$ cat config.mk
export PLATFORM = sky130hd
export DESIGN_NAME = align_unit
export DESIGN_NICKNAME = d
export VERILOG_FILES = /design/src/rtl/align_unit.sv
export SDC_FILE = /design/constraint.sdc
export NUM_CORES = 1
export LEC_CHECK = 0
export CAP_MARGIN = 20
export CORE_MARGIN = 2
export CORE_UTILIZATION = 41
export CTS_CLUSTER_DIAMETER = 120
export DETAILED_ROUTE_END_ITERATION = 8
export GPL_TIMING_DRIVEN = 0
export PLACE_DENSITY = 0.8
export SYNTH_ARGS = -nofsm -noshare
export SYNTH_HDL_FRONTEND = slang
export SYNTH_SLANG_ARGS = --single-unit
export TNS_END_PERCENT = 1
$ cat constraint.sdc
create_clock -name clk -period 1.9 [get_ports clk]
set_clock_uncertainty 0.05 [all_clocks]
set_input_delay 0.475 -clock clk [delete_from_list [all_inputs] [get_ports clk]]
set_output_delay 0.475 -clock clk [all_outputs]
set_load 0.01 [all_outputs]
$ cat src/rtl/align_unit.sv
module align_unit #(
  parameter int AW = 32,
  parameter int DW = 32,
  parameter int CW = 4,
  parameter logic [CW-1:0] ALIGN_CODE = 4'h1,
  parameter bit OUT_REG = 1'b1
) (
  input  logic          clk,
  input  logic          rst_n,
  input  logic          req_valid,
  input  logic [2:0]    kind,
  input  logic          is_load,
  input  logic [AW-1:0] addr,
  input  logic [DW-1:0] rd_data,
  input  logic          unal_en,
  input  logic          chk_en,
  output logic          mem_valid,
  output logic [AW-1:0] mem_addr,
  output logic [DW-1:0] ld_data,
  output logic          fault,
  output logic [CW-1:0] fault_code
);
  localparam logic [2:0] K_BYTE = 3'd0;
  localparam logic [2:0] K_HALF = 3'd1;
  localparam logic [2:0] K_WORD = 3'd2;
  localparam logic [2:0] K_DBL  = 3'd3;
  localparam logic [2:0] K_MULT = 3'd4;

  logic          mis;
  logic [AW-1:0] addr_n;
  logic [DW-1:0] ld_n;
  logic          mv_n, flt_n, do_rot;
  logic [CW-1:0] code_n;
  logic [2*DW-1:0] dbl;

  always_comb begin
    case (kind)
      K_HALF:  mis = chk_en & addr[0];
      K_WORD:  mis = chk_en & (|addr[1:0]);
      K_DBL:   mis = chk_en ? (|addr[2:0]) : (unal_en & (|addr[1:0]));
      K_MULT:  mis = (chk_en | unal_en) & (|addr[1:0]);
      default: mis = 1'b0;
    endcase
  end

  always_comb begin
    addr_n = addr;
    case (kind)
      K_HALF: if (!unal_en) addr_n[0] = 1'b0;
      K_WORD: if (!unal_en) addr_n[1:0] = 2'b00;
      K_DBL: begin
        if (!unal_en) addr_n[2:0] = 3'b000;
        else          addr_n[1:0] = 2'b00;
      end
      K_MULT: addr_n[1:0] = 2'b00;
      default: ;
    endcase
  end

  assign do_rot = !unal_en && !chk_en && kind == K_WORD && is_load;
  assign dbl    = {rd_data, rd_data} >> {addr[1:0], 3'b000};
  assign ld_n   = do_rot ? dbl[DW-1:0] : rd_data;
  assign flt_n  = req_valid & mis;
  assign mv_n   = req_valid & ~mis;
  assign code_n = flt_n ? ALIGN_CODE : '0;

  generate
    if (OUT_REG) begin : g_reg
      always_ff @(posedge clk) begin
        if (!rst_n) begin
          mem_valid  <= 1'b0;
          fault      <= 1'b0;
          fault_code <= '0;
          mem_addr   <= '0;
          ld_data    <= '0;
        end else begin
          mem_valid  <= mv_n;
          fault      <= flt_n;
          fault_code <= code_n;
          mem_addr   <= addr_n;
          ld_data    <= ld_n;
        end
      end
    end else begin : g_comb
      assign mem_valid  = mv_n;
      assign fault      = flt_n;
      assign fault_code = code_n;
      assign mem_addr   = addr_n;
      assign ld_data    = ld_n;
    end
  endgenerate


  byte_never_faults_chk: assert property (@(posedge clk) disable iff (!rst_n)
    (kind == K_BYTE) |-> (!flt_n && addr_n == addr));

  legacy_open_no_fault_chk: assert property (@(posedge clk) disable iff (!rst_n)
    (!unal_en && !chk_en) |-> !flt_n);

  mult_load_unrotated_chk: assert property (@(posedge clk) disable iff (!rst_n)
    (kind == K_MULT && is_load) |-> (ld_n == rd_data));

  strict_word_addr_chk: assert property (@(posedge clk) disable iff (!rst_n)
    (chk_en && mv_n && (kind == K_WORD || kind == K_MULT)) |-> (addr[1:0] == 2'b00));

  unal_half_word_pass_chk: assert property (@(posedge clk) disable iff (!rst_n)
    (unal_en && !chk_en && req_valid && (kind == K_HALF || kind == K_WORD))
      |-> (mv_n && addr_n == addr));

  fault_excl_chk: assert property (@(posedge clk) disable iff (!rst_n)
    !(mem_valid && fault) && (fault == (fault_code != '0)));

  out_follows_chk: assert property (@(posedge clk) disable iff (!rst_n)
    (OUT_REG && $past(rst_n)) |-> (fault == $past(flt_n) && mem_valid == $past(mv_n)));
endmodule

==> results.sh, run 1 <==
export IMPL_irDropWorstVdd_mv=0.440
export IMPL_cts_repair_timing_setup_buffer_count=0
export IMPL_maximum_number_of_pins_on_one_net_before_global_route_repair=13
export IMPL_grt_setup_unrepaired="false"
export IMPL_area_growth_from_synthesis_to_final_layout_pct=58.7
export IMPL_setup_worst_path_start_class="register"
export IMPL_status="completed"
export IMPL_routed_length_per_instance_um=16.2
export IMPL_crit_path_max_incr_delay_ns=0.52
export IMPL_cts_reportedPaths_clkPinSlew_ns=0.08
export IMPL_final_max_slew_viol_count=0
export IMPL_ios=143
export IMPL_timing_final_crit_period_ns=1.82
export IMPL_path_cells="buf_4, clkdlybuf4s50_1"
export IMPL_die_area_um2=8030
export IMPL_timing_worst_setup_path_type="reg2out"
export IMPL_max_freq_ghz=0.550
export IMPL_remaining_drc_errors=0
export IMPL_inst_count_dp=517
export IMPL_drive_above_1_share=0.159
export IMPL_nFillCells=547
export IMPL_syn_area_um2=3010
export IMPL_hold_viol_final=0
export IMPL_worst_ep_required_time_ns=1.37
export IMPL_wl_met2_um=4350
export IMPL_placeableCoreArea_um2=7180
export IMPL_maxCapViolCount=0
export IMPL_cts_buffers_inserted=9
export IMPL_io_buf_count=136
export IMPL_dieHeight_um=89.6
export IMPL_htreeDepth=3
export IMPL_critPathArrivalTime_ns=1.29
export IMPL_ctsLongestPathBuffers=2
export IMPL_top_layer="met4"
export IMPL_netlist_cell_type_count=26
export IMPL_wire_length_of_the_first_global_routing_pass_um=12800
export IMPL_layout_nets=502
export IMPL_critical_path_slowest_cell="sky130_fd_sc_hd__clkdlybuf4s50_1"
export IMPL_fp_row_count=31
export IMPL_ctsRootBufferMaster="sky130_fd_sc_hd__clkbuf_8"
export IMPL_grt_ovfl_total=0
export IMPL_ys_seq_area_frac=0.440
export IMPL_vias=2810
export IMPL_final_cell_count_no_fill=533
export IMPL_vias_in_the_first_global_route=2643
export IMPL_finalSetupViolations=0
export IMPL_p_per_area_nw_per_um2=781
export IMPL_initial_antenna_violation_count=0
export IMPL_dp_slack_ns=-0.261
export IMPL_syn_mean_instance_area_um2=10.7
export IMPL_crit_path_end_kind="primary output"
export IMPL_timing_worst_slew_pin_value_ns=0.533
export IMPL_wl_met1_um=2940
export IMPL_via_per_inst=5.27
export IMPL_route_final_wire_length_um=8610
export IMPL_initial_utilization=0.419
export IMPL_layout_setup_ws_ns=0.0808
export IMPL_post_synth_inst_count=280
export IMPL_worst_hold_path_type="in2reg"
export IMPL_crit_buf_inv=2
export IMPL_cts_tree="done"
export IMPL_dr_first_iter_drc_count=240
export IMPL_floorplan_die_width_um=89.6
export IMPL_leakage_nw=1.81
export IMPL_yosys_warnings=0
export IMPL_globalRouteTotalUtil=0.214
export IMPL_max_slew_margin=0.644
export IMPL_numClockSinks=66
export IMPL_critical_path_top_delay_family="buffers and inverters"
export IMPL_detailed_place_hpwl_um=6620
export IMPL_drtAntennaViolNets=0
export IMPL_antenna_cells_inserted=0
export IMPL_met3WireLength_um=1140
export IMPL_synth_ff_latch_count=66
export IMPL_critPathMaxFanout=2
export IMPL_min_period_over_period=0.957
export IMPL_weighted_congestion_reported_at_the_end_of_routability_driven_placement=0.888
export IMPL_drt_pass1_iter_count=5
worst paths after layout:
check,start,end,slack (ns),cells past startpoint
min,kind[2],mem_addr[0],0.43,3
max,fault,fault_code[0],0.08,2
cell usage after synthesis, drive strengths merged:
| cell | instances | area share |
|---|---|---|
| o2111a | 1 | 0.0037 |
| nor2b | 2 | 0.0042 |
| a211oi | 2 | 0.0050 |
| nand3b | 2 | 0.0050 |
| mux4 | 32 | 0.24 |
| nand3 | 33 | 0.055 |
| conb | 1 | 0.0012 |
| o31ai | 1 | 0.0025 |
| and4bb | 1 | 0.0042 |
| o211a | 1 | 0.0033 |
| nand2 | 36 | 0.045 |
| nand2b | 1 | 0.0021 |
| and2 | 29 | 0.060 |
| inv | 1 | 0.0012 |
| nor2 | 6 | 0.0075 |
| clkbuf | 10 | 0.014 |
| dfxtp | 66 | 0.44 |
| nand4b | 1 | 0.0029 |
| a21oi | 1 | 0.0017 |
| buf | 20 | 0.047 |
| o21ai | 33 | 0.055 |
cell usage in the layout, fill, tap and decap left out, types with 6 or more instances in the layout:
cell type / instances
sky130_fd_sc_hd__clkbuf_8: 9
sky130_fd_sc_hd__and2_1: 29
sky130_fd_sc_hd__clkbuf_1: 8
sky130_fd_sc_hd__o21ai_0: 31
sky130_fd_sc_hd__clkdlybuf4s50_1: 134
sky130_fd_sc_hd__dfxtp_1: 66
sky130_fd_sc_hd__nand2_1: 36
sky130_fd_sc_hd__nor2_1: 6
sky130_fd_sc_hd__buf_4: 10
sky130_fd_sc_hd__buf_2: 6
sky130_fd_sc_hd__mux4_2: 32
sky130_fd_sc_hd__nand3_1: 33
power by group:
group	total [mW]	internal (mW)	switching, mW
logic	0.685	0.417	0.268
clock network	1.56	1.01	0.549
registers	1.48	1.46	0.0186
total	3.72	2.89	0.835
sequential cells by signal, summed over array words and instances, names as in the netlist:
| signal | count |
|---|---|
| fault | 1 |
| mem_addr | 32 |
| mem_valid | 1 |
| ld_data | 32 |
area by class of cell:
class	count	area, um^2	area share
buffer	30	183	0.0383
clock inverter	6	138	0.0289
multi-input combinational	185	1510	0.316
tap	99	124	0.0260
inverter	1	3.75	0.000787
timing repair buffer	136	1370	0.287
sequential	66	1320	0.277
clock buffer	10	128	0.0268
cells by family after synthesis:
kind of cell / Yosys count / share of synthesized area
other: 1 / 0.00125
buffers and inverters: 31 / 0.0620
DFF: 66 / 0.440
and+or+nand+nor: 111 / 0.186
AOI/OAI and AO/OA: 39 / 0.0712
muxes: 32 / 0.240
metal layers:
layer  vias to the layer above  GRT usage
li1                       1291          -
met1                      1289      0.238
met2                       207      0.367
met3                        23     0.0713
met4                         0      0.107
met5                         -          0
through the flow:
| stage | power, mW | TNS (ns) | area, um^2 | hold WS, ns | util |
|---|---|---|---|---|---|
| after floorplan | 1.81 | 0 | 3010 | 0.552 | - |
| after global placement | 2.18 | -6.59 | 4500 | 0.999 | 0.627 |
| after detailed placement | 2.19 | -7.07 | 4500 | 0.999 | 0.627 |
| after CTS | 3.76 | 0 | 4760 | 0.631 | 0.664 |
| after global routing | 3.88 | 0 | 4770 | 0.461 | 0.665 |
| final | 3.72 | 0 | 4770 | 0.431 | 0.665 |
worst min-delay path: stages:
cell,delay (ns)
sky130_fd_sc_hd__dlymetal6s2s_1,0.16
sky130_fd_sc_hd__inv_1,0.08
sky130_fd_sc_hd__a21oi_1,0.06
repair_timing:
item	in CTS	in global routing
endpoints found under the setup margin	0	8
hold buffers	0	0
gates resized for setup	0	3
No activity file was read; power rests on OpenSTA's default activity.
==> inputs of run 2 (changes only) <==
--- a/config.mk
+++ b/config.mk
@@ -12,6 +12,7 @@
 export DETAILED_ROUTE_END_ITERATION = 8
 export GPL_TIMING_DRIVEN = 0
 export PLACE_DENSITY = 0.8
+export SLEW_MARGIN = 20
 export SYNTH_ARGS = -nofsm -noshare
 export SYNTH_HDL_FRONTEND = slang
 export SYNTH_SLANG_ARGS = --single-unit
==> results of run 2 <==
Final layout, timing and power as in run 1 (identical DEF).
==> inputs of run 3 (changes only) <==
--- a/config.mk
+++ b/config.mk
@@ -6,7 +6,7 @@
 export NUM_CORES = 1
 export LEC_CHECK = 0
 export CAP_MARGIN = 20
-export CORE_MARGIN = 2
+export CORE_MARGIN = 5
 export CORE_UTILIZATION = 41
 export CTS_CLUSTER_DIAMETER = 120
 export DETAILED_ROUTE_END_ITERATION = 8
==> results.sh, run 3 (synthesized netlist as in run 1, its figures left out) <==
export IMPL_critPathMaxFanout=2
export IMPL_vias_in_the_first_global_route=2829
export IMPL_setup_tns_ns=0
export IMPL_final_cell_count_no_fill=532
export IMPL_cts_buffers_inserted=9
export IMPL_inst_count_dp=517
export IMPL_routed_length_per_instance_um=17.5
export IMPL_post_cts_resized_instances=0
export IMPL_htreeDepth=3
export IMPL_layout_setup_ws_ns=0.0862
export IMPL_cts_tree="done"
export IMPL_min_to="mem_addr[0]"
export IMPL_final_cell_area_um2=4750
export IMPL_top_layer="met4"
export IMPL_wl_met2_um=4660
export IMPL_critPathArrivalTime_ns=1.29
export IMPL_grt_setup_unrepaired="false"
export IMPL_drive_above_1_share=0.159
export IMPL_irDropWorstVdd_mv=0.434
export IMPL_detailed_place_hpwl_um=7140
export IMPL_initial_utilization=0.419
export IMPL_remaining_drc_errors=0
export IMPL_finish_utilization=0.661
export IMPL_initial_antenna_violation_count=0
export IMPL_ctsLongestPathBuffers=2
export IMPL_globalRouteTotalUtil=0.203
export IMPL_ctsRootBufferMaster="sky130_fd_sc_hd__clkbuf_8"
export IMPL_drtAntennaViolNets=0
export IMPL_vias=2840
export IMPL_grt_ovfl_total=0
export IMPL_dp_slack_ns=-0.305
export IMPL_largest_registers="ld_data: 32 flops, mem_addr: 32 flops"
export IMPL_cellInternalPower_mw=2.75
export IMPL_max_slew_margin=0.650
export IMPL_final_max_slew_viol_count=0
export IMPL_route_final_wire_length_um=9330
export IMPL_p_per_area_nw_per_um2=759
export IMPL_numClockSinks=66
export IMPL_clkPwrFrac=0.397
export IMPL_timing_worst_slew_pin_value_ns=0.525
export IMPL_die_area_um2=9140
export IMPL_timing_worst_setup_path_type="reg2out"
export IMPL_comb_power_share=0.192
export IMPL_weighted_congestion_reported_at_the_end_of_routability_driven_placement=0.879
export IMPL_max_freq_ghz=0.551
export IMPL_leakage_nw=1.80
export IMPL_setup_worst_path_start_class="register"
export IMPL_cts_hold_buffers=0
export IMPL_most_frequent_standard_cell_in_the_layout_excluding_fill_and_tap_cells="sky130_fd_sc_hd__clkdlybuf4s50_1"
export IMPL_finalSetupViolations=0
export IMPL_dieHeight_um=95.6
export IMPL_postPlaceCellArea_um2=4500
export IMPL_cts_reportedPaths_clkPinSlew_ns=0.08
export IMPL_wl_met1_um=3460
export IMPL_ios=143
export IMPL_maxCapViolCount=0
export IMPL_power_switching_mw=0.855
export IMPL_drt_pass1_iter_count=5
export IMPL_timing_hold_worst_start="kind[2]"
export IMPL_layout_nets=502
export IMPL_sw_frac_of_total=0.237
export IMPL_antenna_cells_inserted=0
export IMPL_timing_final_crit_period_ns=1.81
export IMPL_status="completed"
export IMPL_crit_path_end_kind="primary output"
export IMPL_io_buf_count=136
export IMPL_p_seq_frac=0.410
export IMPL_placeableCoreArea_um2=7180
export IMPL_floorplan_die_width_um=95.6
export IMPL_min_delay_path_depth=3
export IMPL_area_growth_from_synthesis_to_final_layout_pct=57.9
export IMPL_mostFrequentLayoutCells="134 x sky130_fd_sc_hd__clkdlybuf4s50_1, 66 x sky130_fd_sc_hd__dfxtp_1, 36 x sky130_fd_sc_hd__nand2_1"
export IMPL_cts_repair_timing_setup_buffer_count=0
export IMPL_nFillCells=554
export IMPL_via_per_inst=5.34
export IMPL_met3WireLength_um=1030
export IMPL_dr_first_iter_drc_count=262
export IMPL_worst_ep_required_time_ns=1.37
export IMPL_maximum_number_of_pins_on_one_net_before_global_route_repair=13
export IMPL_wire_length_of_the_first_global_routing_pass_um=14000
export IMPL_worst_hold_path_type="in2reg"
export IMPL_hold_viol_final=0
export IMPL_min_period_over_period=0.955
export IMPL_fp_row_count=31
## run 3: cell type report
| cell class | count | area [um^2] | share of cell area |
|---|---|---|---|
| Clock buffer | 9 | 124 | 0.0261 |
| Tap cell | 99 | 124 | 0.0261 |
| Buffer | 30 | 186 | 0.0393 |
| Inverter | 1 | 3.75 | 0.000791 |
| Timing Repair Buffer | 136 | 1370 | 0.288 |
| Sequential cell | 66 | 1320 | 0.278 |
| Clock inverter | 6 | 115 | 0.0243 |
| Multi-Input combinational cell | 185 | 1510 | 0.317 |
## run 3: stage by stage
stage,power (mW),hold WS [ns]
after floorplan,1.81,0.552
after global placement,2.18,0.997
after detailed placement,2.20,0.994
after CTS,3.63,0.632
after global routing,3.77,0.474
final,3.60,0.456
## run 3: power by group through the flow
stage	clock, mW	combinational (mW)	sequential (mW)
after floorplan	0	0.258	1.55
after global placement	0	0.672	1.51
after detailed placement	0	0.686	1.51
after CTS	1.46	0.692	1.48
after global routing	1.55	0.738	1.49
final	1.43	0.692	1.48
## run 3: worst max-delay path by stage
stage	endpoint	from	cells past startpoint	slack [ns]
after detailed placement	ld_data[10]	kind[1]	6	-0.31
after global placement	ld_data[10]	kind[2]	6	-0.27
after CTS	ld_data[10]	kind[1]	7	0.06
after global routing	fault_code[0]	fault	2	0.03
final	fault_code[0]	fault	2	0.09
after floorplan	ld_data[10]	addr[0]	5	0.27
## run 3: worst max-delay path, stage by stage (launching register included)
cell	delay, ns
sky130_fd_sc_hd__dfxtp_1	0.33
sky130_fd_sc_hd__buf_4	0.10
sky130_fd_sc_hd__clkdlybuf4s50_1	0.52
## run 3: layer usage
metal / vias up / global-route usage
li1: 1290 / -
met5: - / 0
met1: 1315 / 0.232
met4: 0 / 0.0865
met2: 214 / 0.351
met3: 21 / 0.0592
